`config.mk`:
```
export PLATFORM = sky130hd
export DESIGN_NAME = pio_buf_port
export DESIGN_NICKNAME = d
export VERILOG_FILES = /design/src/rtl/pio_buf_port.sv
export SDC_FILE = /design/constraint.sdc
export NUM_CORES = 1
export LEC_CHECK = 0
export BUFFER_PORTS_ARGS = -buffer_cell sky130_fd_sc_hd__buf_4
export CAP_MARGIN = 20
export CORE_MARGIN = 5
export CORE_UTILIZATION = 57
export DETAILED_ROUTE_END_ITERATION = 6
export HOLD_SLACK_MARGIN = 0.03
export MAX_ROUTING_LAYER = met4
export PLACE_DENSITY = 0.77
export SYNTH_ARGS = -nofsm -noshare
export SYNTH_HDL_FRONTEND = slang
export SYNTH_SLANG_ARGS = --single-unit
```
`constraint.sdc`:
```
create_clock -name clk -period 3.3 [get_ports clk]
set_input_delay 0.33 -clock clk [delete_from_list [all_inputs] [get_ports clk]]
set_output_delay 0.33 -clock clk [all_outputs]
set_load 0.05 [all_outputs]
```
`src/rtl/pio_buf_port.sv`:
```
module pio_buf_port #(
  parameter int DEPTH = 64
) (
  input  logic        clk,
  input  logic        rst_n,
  input  logic        cs,
  input  logic        wr,
  input  logic        rd,
  input  logic        cmd_sel,
  input  logic [15:0] wdata,
  output logic [15:0] rdata,
  output logic        irq
);
  localparam int AW = $clog2(DEPTH);
  localparam int CW = AW + 1;
  localparam logic [CW-1:0] DEPTH_C = CW'(DEPTH);
  localparam logic [7:0] C_CNT_WR  = 8'hC2;
  localparam logic [7:0] C_CNT_RD  = 8'h42;
  localparam logic [7:0] C_INT_RD  = 8'h24;
  localparam logic [7:0] C_INT_CLR = 8'hA4;
  localparam logic [7:0] C_STAT_RD = 8'h2C;

  logic [7:0]    cmd_q;
  logic [CW-1:0] ptr, count;
  logic          active, int_all;
  logic [1:0]    stat;
  logic [7:0]    mem [2][DEPTH];

  wire wr_cmd = cs & wr & cmd_sel;
  wire wr_dat = cs & wr & ~cmd_sel;
  wire rd_dat = cs & rd & ~wr & ~cmd_sel;

  wire is_buf  = (cmd_q[6:1] == 6'b100000);
  wire new_buf = (wdata[6:1] == 6'b100000);
  wire bsel    = cmd_q[0];
  wire dir_w   = cmd_q[7];
  wire acc     = active & (dir_w ? wr_dat : rd_dat);

  wire [CW-1:0] ptr_nx = ptr + CW'(2);
  wire          hi_ok  = (ptr + CW'(1)) < count;
  wire          last   = ptr_nx >= count;
  wire [AW-1:0] lo_a   = ptr[AW-1:0];
  wire [AW-1:0] hi_a   = lo_a + AW'(1);
  wire [CW-1:0] cnt_in = (wdata > 16'(DEPTH)) ? DEPTH_C : wdata[CW-1:0];

  assign irq = int_all;

  always_comb begin
    rdata = '0;
    if (is_buf && !dir_w) begin
      if (active) rdata = {hi_ok ? mem[bsel][hi_a] : 8'h00, mem[bsel][lo_a]};
    end else begin
      case (cmd_q)
        C_CNT_RD:  rdata = 16'(count);
        C_INT_RD:  rdata = {13'b0, int_all, 2'b0};
        C_STAT_RD: rdata = {14'b0, stat};
        default:   rdata = '0;
      endcase
    end
  end

  always_ff @(posedge clk) begin
    if (!rst_n) begin
      cmd_q   <= '0;
      ptr     <= '0;
      count   <= '0;
      active  <= 1'b0;
      int_all <= 1'b0;
      stat    <= '0;
    end else if (wr_cmd) begin
      cmd_q  <= wdata[7:0];
      ptr    <= '0;
      active <= new_buf && (count != '0);
      if (new_buf) stat[wdata[0]] <= 1'b0;
    end else if (acc) begin
      ptr <= ptr_nx;
      if (last) begin
        active     <= 1'b0;
        int_all    <= 1'b1;
        stat[bsel] <= 1'b1;
      end
    end else if (wr_dat) begin
      if (cmd_q == C_CNT_WR) count <= cnt_in;
      if (cmd_q == C_INT_CLR && wdata[2]) int_all <= 1'b0;
    end
  end

  always_ff @(posedge clk) begin
    if (acc && dir_w) begin
      mem[bsel][lo_a] <= wdata[7:0];
      if (hi_ok) mem[bsel][hi_a] <= wdata[15:8];
    end
  end
endmodule

```
# Word level (Yosys, flattened, before mapping)

Memories as Yosys holds them, arrays and structs flattened. A register that Yosys moved wholly into a read port is not among the register bits.
Index checks and enable logic that the tools add are counted.

Add/sub/neg operators: 3
Multiply operators: 0
Div/mod/pow operators: 0
Magnitude comparators: 11
Eq/ne operators: 9
Shifts and indexed selects: 0
Muxes and demuxes: 550
Bitwise operators: 529
Reductions and logical operators: 19

Operator list:

| operator              | number |
|---|---|
| $mux W512             | 2 |
| $mux W1               | 527 |
| $or A1 B1 Y1          | 512 |
| $bmux W8 S6           | 2 |
| $demux W8 S6          | 2 |
| $mux W8               | 7 |
| $mux W16              | 2 |
| $pmux W7 S3           | 1 |
| $eq A8 B6 Y1 const B  | 2 |
| $eq A8 B8 Y1 const B  | 2 |
| $gt A16 B7 Y1 const B | 1 |
| $ge A7 B7 Y1 const B  | 2 |
| $lt A7 B1 Y1 const B  | 2 |
| $not A6 Y7            | 2 |
| $eq A6 B6 Y1 const B  | 2 |
| $eq A8 B7 Y1 const B  | 1 |
| $logic_and A1 B1 Y1   | 8 |
| $mux W2               | 4 |
| $reduce_and A4 Y1     | 2 |
| $reduce_bool A2 Y1    | 4 |
| $add A7 B1 Y7 const B | 1 |
| $add A7 B2 Y7 const B | 1 |
| $and A1 B1 Y1         | 7 |
| $ge A7 B7 Y1          | 1 |
| other kinds (16)      | 24 |

Bits in registers: 26
Bits in latches: 0
Memory bits (writable): 1,024
ROM bits: 0
Bits of input ports: 22
Output and inout bits: 17
Word-level logic and storage cells: 1,128
Memories kept: 1

Memories:

| memory | words | width | read ports | clocked after Yosys merged registers in | write ports | line | source |
|---|---|---|---|---|---|---|---|
| mem    | 2     | 512   | 1          | 1                                       | 1           | 27   | `logic [7:0] mem [2][DEPTH];` |

# Logic depth before layout (Yosys ltp)

Gate-level depths: netlist (run 1).

Depth in word-level cells: 9
Mapped depth: 12
Mapped depth without buffers: 9

# Least setup slack after synthesis (run 1)

No wires, ideal clock.

Path kind: register to output
Start point: register ptr[1]
End point: output rdata[10]
Arrival time: 2.684 ns
Required time: 2.970 ns
Setup slack: 0.286 ns
Cell stages (with the launch flop): 12
Buffers on the path: 4
Cells stage by stage: dfxtp_1 buf_4 buf_2 clkinv_1 ha_1 nor2b_1 o211ai_1 a21oi_1 clkbuf_1 nand2b_1 buf_1 a21oi_1

Cells in the longest elaborated chain, start to end: 8
Elaborated cells between the ends (all ways): 10
Classes of those cells: add/sub: 2; order compare: 1; mux: 6; bitwise: 1

RTL lines:

| what                                        | line | source |
|---|---|---|
| from (decl)                                 | 24   | `logic [CW-1:0] ptr, count;` |
| from (signal assigned)                      | 76   | `ptr <= ptr_nx;` |
| $add A6 B1 Y6                               | 43   | `wire [AW-1:0] hi_a = lo_a + AW'(1);` |
| $not A6 Y7 (implied by the code)            | 51   | `if (active) rdata = {hi_ok ? mem[bsel][hi_a] : 8'h00, mem[bsel][lo_a]};` |
| $bmux W8 S6                                 | 51   |  |
| $mux W8 (implied by the code) (2 in series) | 51   |  |
| $mux W8 *                                   | 51   |  |
| $mux W16 *                                  | 51   |  |
| $mux W16 *                                  | 50   | `if (is_buf && !dir_w) begin` |
| to (decl)                                   | 11   | `output logic [15:0] rdata,` |

Mark *: on every way between the ends. The rest lies on a longest branch, timed or not. The select of a mux whose other input is x is not followed.

# Worst setup path in the final report (run 1)

Start point: register ptr[2]
End point: output rdata[15]

The elaborated chain is that of the path after synthesis.

==> metrics.md, run 1 <==
| Metric | Value |
|---|---|
| Synth Warn # | `0` |
| Wirelength, routed | `126000 um` |
| Area grow syn2layout | `18.2%` |
| Hold Fails Final Rpt | `0` |
| Fmax | `277 MHz` |
| Root Driver | `clkbuf_16` |
| Vias in the first global route | `26485` |
| Initial antenna violation count | `0` |
| Mapped Cells | `2438` |
| Post-route DRC | `0` |
| Post-Syn Area | `44800 um^2` |
| Area of the multi-input gates | `13300 um^2` |
| Worst slew margin | `24.8%` |
| Final Cycle Share | `109%` |
| FP Rows | `102` |
| Routed Antenna Nets | `0` |
| PD cells | `519 nW/um^2` |
| Drt first-iter violations | `4210` |
| H-tree Lvls | `3` |
| Reg2reg start | `ptr[1]` |
| Placer Congestion | `0.930` |
| Prevailing post-synth register cell | `edfxtp_1` |
| Worst skew pair latency | `680 ps` |
| Slew @ Worst Pin | `1130 ps` |
| Max VDD drop | `499 uV` |
| Final #Nets | `2777` |
| Worst-path clk slew | `70 ps` |
| Pwr Total | `27500 uW` |
| Failing checks | `setup timing` |
| Post-synth top area cell | `edfxtp_1` |
| Clk sinks | `1050` |
| Worst min path class | `primary input to register` |
| Hold_sp | `wdata[5]` |
| Seq. cell area | `31300 um^2` |
| Total core area | `77700 um^2` |
| Yosys top cell area share | `68.6%` |
| Crit. End Element | `primary output` |
| Distinct cell type count after synthesis | `73` |
| Io pins | `39` |
| Avg Cell Area, Syn | `18.4 um^2` |
| Vias/cell | `6.81` |
| CTS Buffer Depth | `3` |
| Setup violators final | `16` |
| Share of post-route cells with drive strength above 1 | `38.6%` |
| Die area | `84400 um^2` |
| Clock buffer count from CTS | `101` |
| Grt ovf | `0` |
| Startpoint Class | `register` |
| Setup WS post-layout | `-310 ps` |
| # Max-Cap Violations | `0` |
| GRT Resource Usage Total | `30.2%` |
| Critical path type | `register to primary output` |
| Crit Path Max Fanout | `32` |
| Drt first pass iters | `6` |
| Clk_skew | `22.2 ps` |
| Req. time, crit path | `2970 ps` |
| CTS tree | `yes` |
| RSZ-0062 raised after global routing | `yes` |
| Crit path from | `ptr[2]` |
| EDFF count, synth | `1024` |
| Leak | `0.0170 uW` |
| Status | `finished, violations left` |
| Register bit count reported by yosys | `1050` |
| Hold Slack | `60.7 ps` |
| Register area share after synthesis | `69.7%` |
| Initial cell density of the core | `57.7%` |
| Vias post-DR | `26303` |
| Max-slew violation count | `0` |
| Final setup TNS | `-3290 ps` |
| Non-filler instance count after layout | `3864` |
| IO Port Bufs | `38` |
| Asr flop ratio synth | `0%` |
| Placed cells | `3603` |
| First-pass GRT wire length | `182000 um` |
| Die H | `290 um` |
| Die X | `290 um` |
| Largest net degree at the start of global routing | `100` |
| Fin crit period | `3610 ps` |
| Fillers | `4627` |
| HPWL after DPL | `75800 um` |
| Data arrival, critical path | `3280 ps` |
| Syn_nets | `2476` |
| Routed wire per std cell | `32.6 um` |
| Top area cells in the synthesized netlist | `edfxtp_1 (69%), mux4_2 (12%), mux2_2 (5.0%)` |
[per-stage QoR]
stage	worst slack [ps]	cell area (um^2)	utilization, %
finish	-310	53000	68.2
global route	-320	53000	68.2
CTS	-263	52600	67.6
detailed placement	182	47800	61.6
global placement	137	47800	61.6
floorplan	286	44800	-
[area by class of cell]
cell class / count / share of cell area [%]
multi-input combinational: 1198 / 25.1
clock buffer: 123 / 5.00
inverter: 14 / 0.109
tap: 1040 / 2.45
sequential: 1050 / 59.0
clock inverter: 64 / 1.44
timing repair buffer: 374 / 6.91
antenna: 1 / 0.00472
[state kept, by name, indices dropped and copies added (netlist names), named ones only]
register and cells:
mem 1024, ptr 6, count 7, stat 2, irq 1, cmd_q 8
active 1
[cell families (layout without fill, tap and decap cells)]
family	Yosys count	after routing	share of synthesized area, %
compound gates	164	164	2.59
xor+xnor	9	9	0.176
fa+ha+maj	16	16	0.446
buf+inv	190	575	2.15
flops	1050	1050	69.7
mux	615	615	20.8
other cells	0	1	0
simple gates	394	394	4.07
[power breakdown]
part	internal (uW)	leakage [uW]	switching, uW	total [uW]
clock	6920	0.00164	5060	12000
combinational	353	0.00596	542	896
sequential	14600	0.00941	6.69	14600
total	21900	0.0170	5610	27500
[cell usage after synthesis (all sizes together) (2+ instances only)]
master and number:
nand2b 4, xnor2 6, o21a 4, mux2 256
nand2 96, ha 16, a221o 5, edfxtp 1024
mux2i 130, nand4 7, a21oi 18, nand3 34
a2111oi 3, nand3b 3, a32oi 3, a31oi 6
xor2 3, nor3 14, nor4 8, and2 7
mux4 229, o31ai 4, a22oi 35, o211ai 4
dfxtp 26, nor2b 11, a221oi 9, nor4b 3
and3 9, or3 4, nor2 186, o21ai 18
buf 83, inv 13, clkbuf 93, or3b 2
o22ai 29, a21boi 11, a211oi 3
[final timing paths]
kind	endpoint	slack (ps)	depth (start not counted)
max	rdata[15]	-310	9
min	mem[1][205]	60	1
max reg2reg	mem[0][276]	80	10
min reg2reg	stat[1]	490	2
[metal layers]
metal | part of all wire, % | GRT usage (%)
met5 | 0 | -
met2 | 47 | 45.9
met1 | 35 | 40.2
met4 | 5.0 | 12.0
met3 | 12 | 7.27
[cell usage in the layout, fill, tap and decap left out, drive strengths merged, types with 16 or more instances in the layout]
cell / Yosys / final
edfxtp: 1024 / 1024
buf: 83 / 372
mux2: 256 / 256
mux4: 229 / 229
nor2: 186 / 186
mux2i: 130 / 130
clkbuf: 93 / 123
nand2: 96 / 96
clkinv: 1 / 38
a22oi: 35 / 35
nand3: 34 / 34
o22ai: 29 / 29
dfxtp: 26 / 26
a21oi: 18 / 18
o21ai: 18 / 18
inv: 13 / 17
ha: 16 / 16
[critical path: stages, from the launching register on]
cell and delay (ps):
dfxtp_4 510, buf_12 290, buf_6 310, mux4_2 440, a22oi_1 260, a31oi_1 120, o21ai_1 210, buf_4 150
a21oi_2 100, buf_6 190
[what timing repair did]
action	CTS	global route
gates cloned	10	0
endpoints found under the hold margin	18	0
buffers inserted	39	27
resized for setup	135	62
setup endpoints to repair	16	34
hold buffers	1	0
pin swaps	22	23
Note: power is estimated with default switching activity, not from simulation.
==> run 2: changes to the inputs <==
==> constraint.sdc (replaced) <==
create_clock -name clk -period 3.3 [get_ports clk]
set_input_delay 0.33 -clock clk [delete_from_list [all_inputs] [get_ports clk]]
set_output_delay 0.33 -clock clk [all_outputs]
set_load 0.1 [all_outputs]
==> run 2 against run 1 <==
The run ends with DRC, setup timing left. Global-route usage is 0.54 points lower. First-iteration DRC count is 10% lower. Highest routed layer unchanged. Die area stayed put. Sequential power hardly changed.
==> metrics.md, run 2 (same netlist as run 1, synthesis figures left out) <==
| Metric | Value |
|---|---|
| Status | `finished, violations left` |
| Failing checks | `DRC, setup timing` |
| Vias post-DR | `26282 (-0.080%)` |
| Root Driver | `clkbuf_16` |
| Setup WS post-layout | `-344 ps (-33.7 ps)` |
| Area of the multi-input gates | `13200 um^2 (-0.90%)` |
| # Max-Cap Violations | `0 (unchanged)` |
| Pwr Total | `27300 uW (-0.57%)` |
| Data arrival, critical path | `3310 ps (+30 ps)` |
| Worst min path class | `primary input to register` |
| Placed cells | `3633 (+0.83%)` |
| Final #Nets | `2801 (+0.86%)` |
| Hold_sp | `cmd_sel` |
| Total core area | `77700 um^2 (unchanged)` |
| Die X | `290 um (unchanged)` |
| PD cells | `516 nW/um^2 (-0.58%)` |
| H-tree Lvls | `3 (unchanged)` |
| WHS Path Cells | `4 (+3)` |
| CP delay by family, top | `buffers and inverters` |
| Max VDD drop | `368 uV (-26%)` |
| Slew @ Worst Pin | `1060 ps (-66.3 ps)` |
| Worst skew pair latency | `660 ps (-20 ps)` |
| Post-route DRC | `1 (+1)` |
| Worst-path clk slew | `70 ps (about the same)` |
| Fmax | `274 MHz (-0.93%)` |
| CP max stage delay | `490 ps (-20 ps)` |
| Worst slew margin | `29.2% (+4.4 points)` |
| Req. time, crit path | `2970 ps (about the same)` |
| Biggest register | `mem` |
| GRT Resource Usage Total | `29.6% (-0.54 points)` |
| Seq. cell area | `31300 um^2 (unchanged)` |
| Clk sinks | `1050 (unchanged)` |
| Fin crit period | `3640 ps (+33.7 ps)` |
| Non-filler instance count after layout | `3884 (+0.52%)` |
| FP Rows | `102 (unchanged)` |
| Initial cell density of the core | `57.7% (unchanged)` |
| Hold Fails Final Rpt | `0 (unchanged)` |
| Drt first-iter violations | `3773 (-10%)` |
| IO Port Bufs | `38 (unchanged)` |
| CTS tree | `yes` |
| Wirelength, routed | `124000 um (-1.6%)` |
| Setup violators final | `16 (unchanged)` |
| Final Cycle Share | `110% (+1.0 points)` |
| Routed Antenna Nets | `0 (unchanged)` |
| Area grow syn2layout | `18.2% (about the same)` |
| Placer Congestion | `0.967 (+4.0%)` |
| R2r setup slk | `90 ps (about the same)` |
| CTS Buffer Depth | `3 (unchanged)` |
| Final Instance Area | `53000 um^2 (about the same)` |
| HPWL after DPL | `76400 um (+0.86%)` |
| Vias in the first global route | `26655 (+0.64%)` |
| Critical path depth | `10 (+1)` |
| Max reg flops | `1024 (unchanged)` |
| Die H | `290 um (unchanged)` |
| Routed wire per std cell | `31.9 um (-2.1%)` |
| FF-to-FF End | `mem[1][112]` |
| Fillers | `4726 (+2.1%)` |
| Leak | `0.0171 uW (+0.63%)` |
| RSZ-0062 raised after global routing | `yes` |
| Drt first pass iters | `7 (+1)` |
| Share of post-route cells with drive strength above 1 | `39.0% (+0.40 points)` |
| Reg2reg start | `cmd_q[7]` |
| Vias/cell | `6.77 (-0.59%)` |
| Initial antenna violation count | `0 (unchanged)` |
| Crit. End Element | `primary output` |
| Clk_skew | `28.9 ps (+6.70 ps)` |
| First-pass GRT wire length | `181000 um (-0.61%)` |
| Most Frequent Cell on Critical Path | `buf_12` |
| Max-slew violation count | `0 (unchanged)` |
| Placement Cell Area | `48100 um^2 (+0.50%)` |
| Critical path cell sequence | `buf_12 > buf_12 > buf_6 > buf_6 > mux4_2 > nor2_1 > o221ai_1 > or3_1 > a221o_1 > buf_12` |
| Largest net degree at the start of global routing | `76 (-24%)` |
| Most frequent cells in the layout | `edfxtp_1 (1024), buf_4 (324), mux4_2 (229)` |
| Hold EP | `ptr[1]` |
| Grt ovf | `0 (unchanged)` |
| Clock buffer count from CTS | `102 (+0.99%)` |
| Max stage delay cell, worst path | `mux4_2` |
| Io pins | `39 (unchanged)` |
| Startpoint Class | `register` |
| Most common cell after layout, fill and taps aside | `edfxtp_1` |
| Cells on worst reg2reg path | `7 (-3)` |
| Critical path type | `register to primary output` |
| Die area | `84400 um^2 (unchanged)` |
| Crit Path Max Fanout | `8 (-75%)` |
| Buf+Inv Stages, Crit Path | `5 (+1)` |
| Registers with the most flip-flops | `mem x1024, cmd_q x8, count x7` |
[run 2: changes by cell type in the layout (fill, tap and decap cells not counted), moves of 4 or more]
| cell | before | now |
|---|---|---|
| mux2i_2 | 11 | 21 |
| clkinv_2 | 14 | 23 |
| buf_4 | 298 | 324 |
| buf_16 | 13 | 9 |
| mux2i_4 | 19 | 9 |
| buf_6 | 19 | 14 |
| buf_12 | 36 | 41 |
| clkinvlp_4 | 8 | 4 |
[run 2: stage by stage]
stage | worst slack [ps] | hold slack [ps] | utilization [%] | setup TNS, ps
after global placement | -16.4 | 461 | 61.9 | -363
after detailed placement | -15.4 | 476 | 61.9 | -122
after floorplan | -415 | 429 | - | -2920
after global routing | -378 | 92.2 | 68.2 | -5020
final | -344 | 78.0 | 68.2 | -3860
after CTS | -325 | 46.9 | 67.5 | -4190
[run 2: tightest hold or removal path, cell delays in order]
cell and delay (ps):
buf_4 110, nor4b_4 90, xnor2_1 140, nor2_1 40
[run 2: layout make-up]
cell class | instances | area share [%]
sequential | 1050 | 59.0
multi-input combinational | 1198 | 24.8
inverter | 14 | 0.109
clock buffer | 119 | 4.97
clock inverter | 65 | 1.37
antenna | 1 | 0.00472
tap | 1040 | 2.45
timing repair buffer | 397 | 7.24
[run 2: worst max-delay path by stage]
stage / startpoint / endpoint / slack (ps)
global route: register / rdata[5] / -380
detailed placement: count[4] / mem[0][53] / -20
finish: register / rdata[5] / -340
floorplan: ptr[1] / rdata[10] / -420
global placement: count[4] / mem[0][389] / -20
CTS: register / rdata[5] / -330
[run 2: power breakdown]
part           total [uW]  internal [uW]  switching, uW
logic                 881            347            534
registers           14600          14600           9.99
clock network       11800           6880           4950
total               27300          21800           5500
[run 2: per-layer routing]
| metal | global-route usage (%) | up-vias | wire length (um) |
|---|---|---|---|
| met1 | 39.6 | 13468 | 44400 |
| met4 | 10.7 | 0 | 5280 |
| met3 | 6.07 | 341 | 14300 |
| met5 | - | - | 0 |
| met2 | 46.2 | 1975 | 59800 |
| li1 | - | 10498 | - |
[run 2: repair_timing]
action                                  in CTS  in global routing
gates resized for setup                    119                 75
gates cloned                                 7                  2
endpoints found under the setup margin      83                 49
buffers inserted                            31                 27
hold buffers                                 2                  0
pin swaps                                   15                 25
hold endpoints to repair                    12                  0
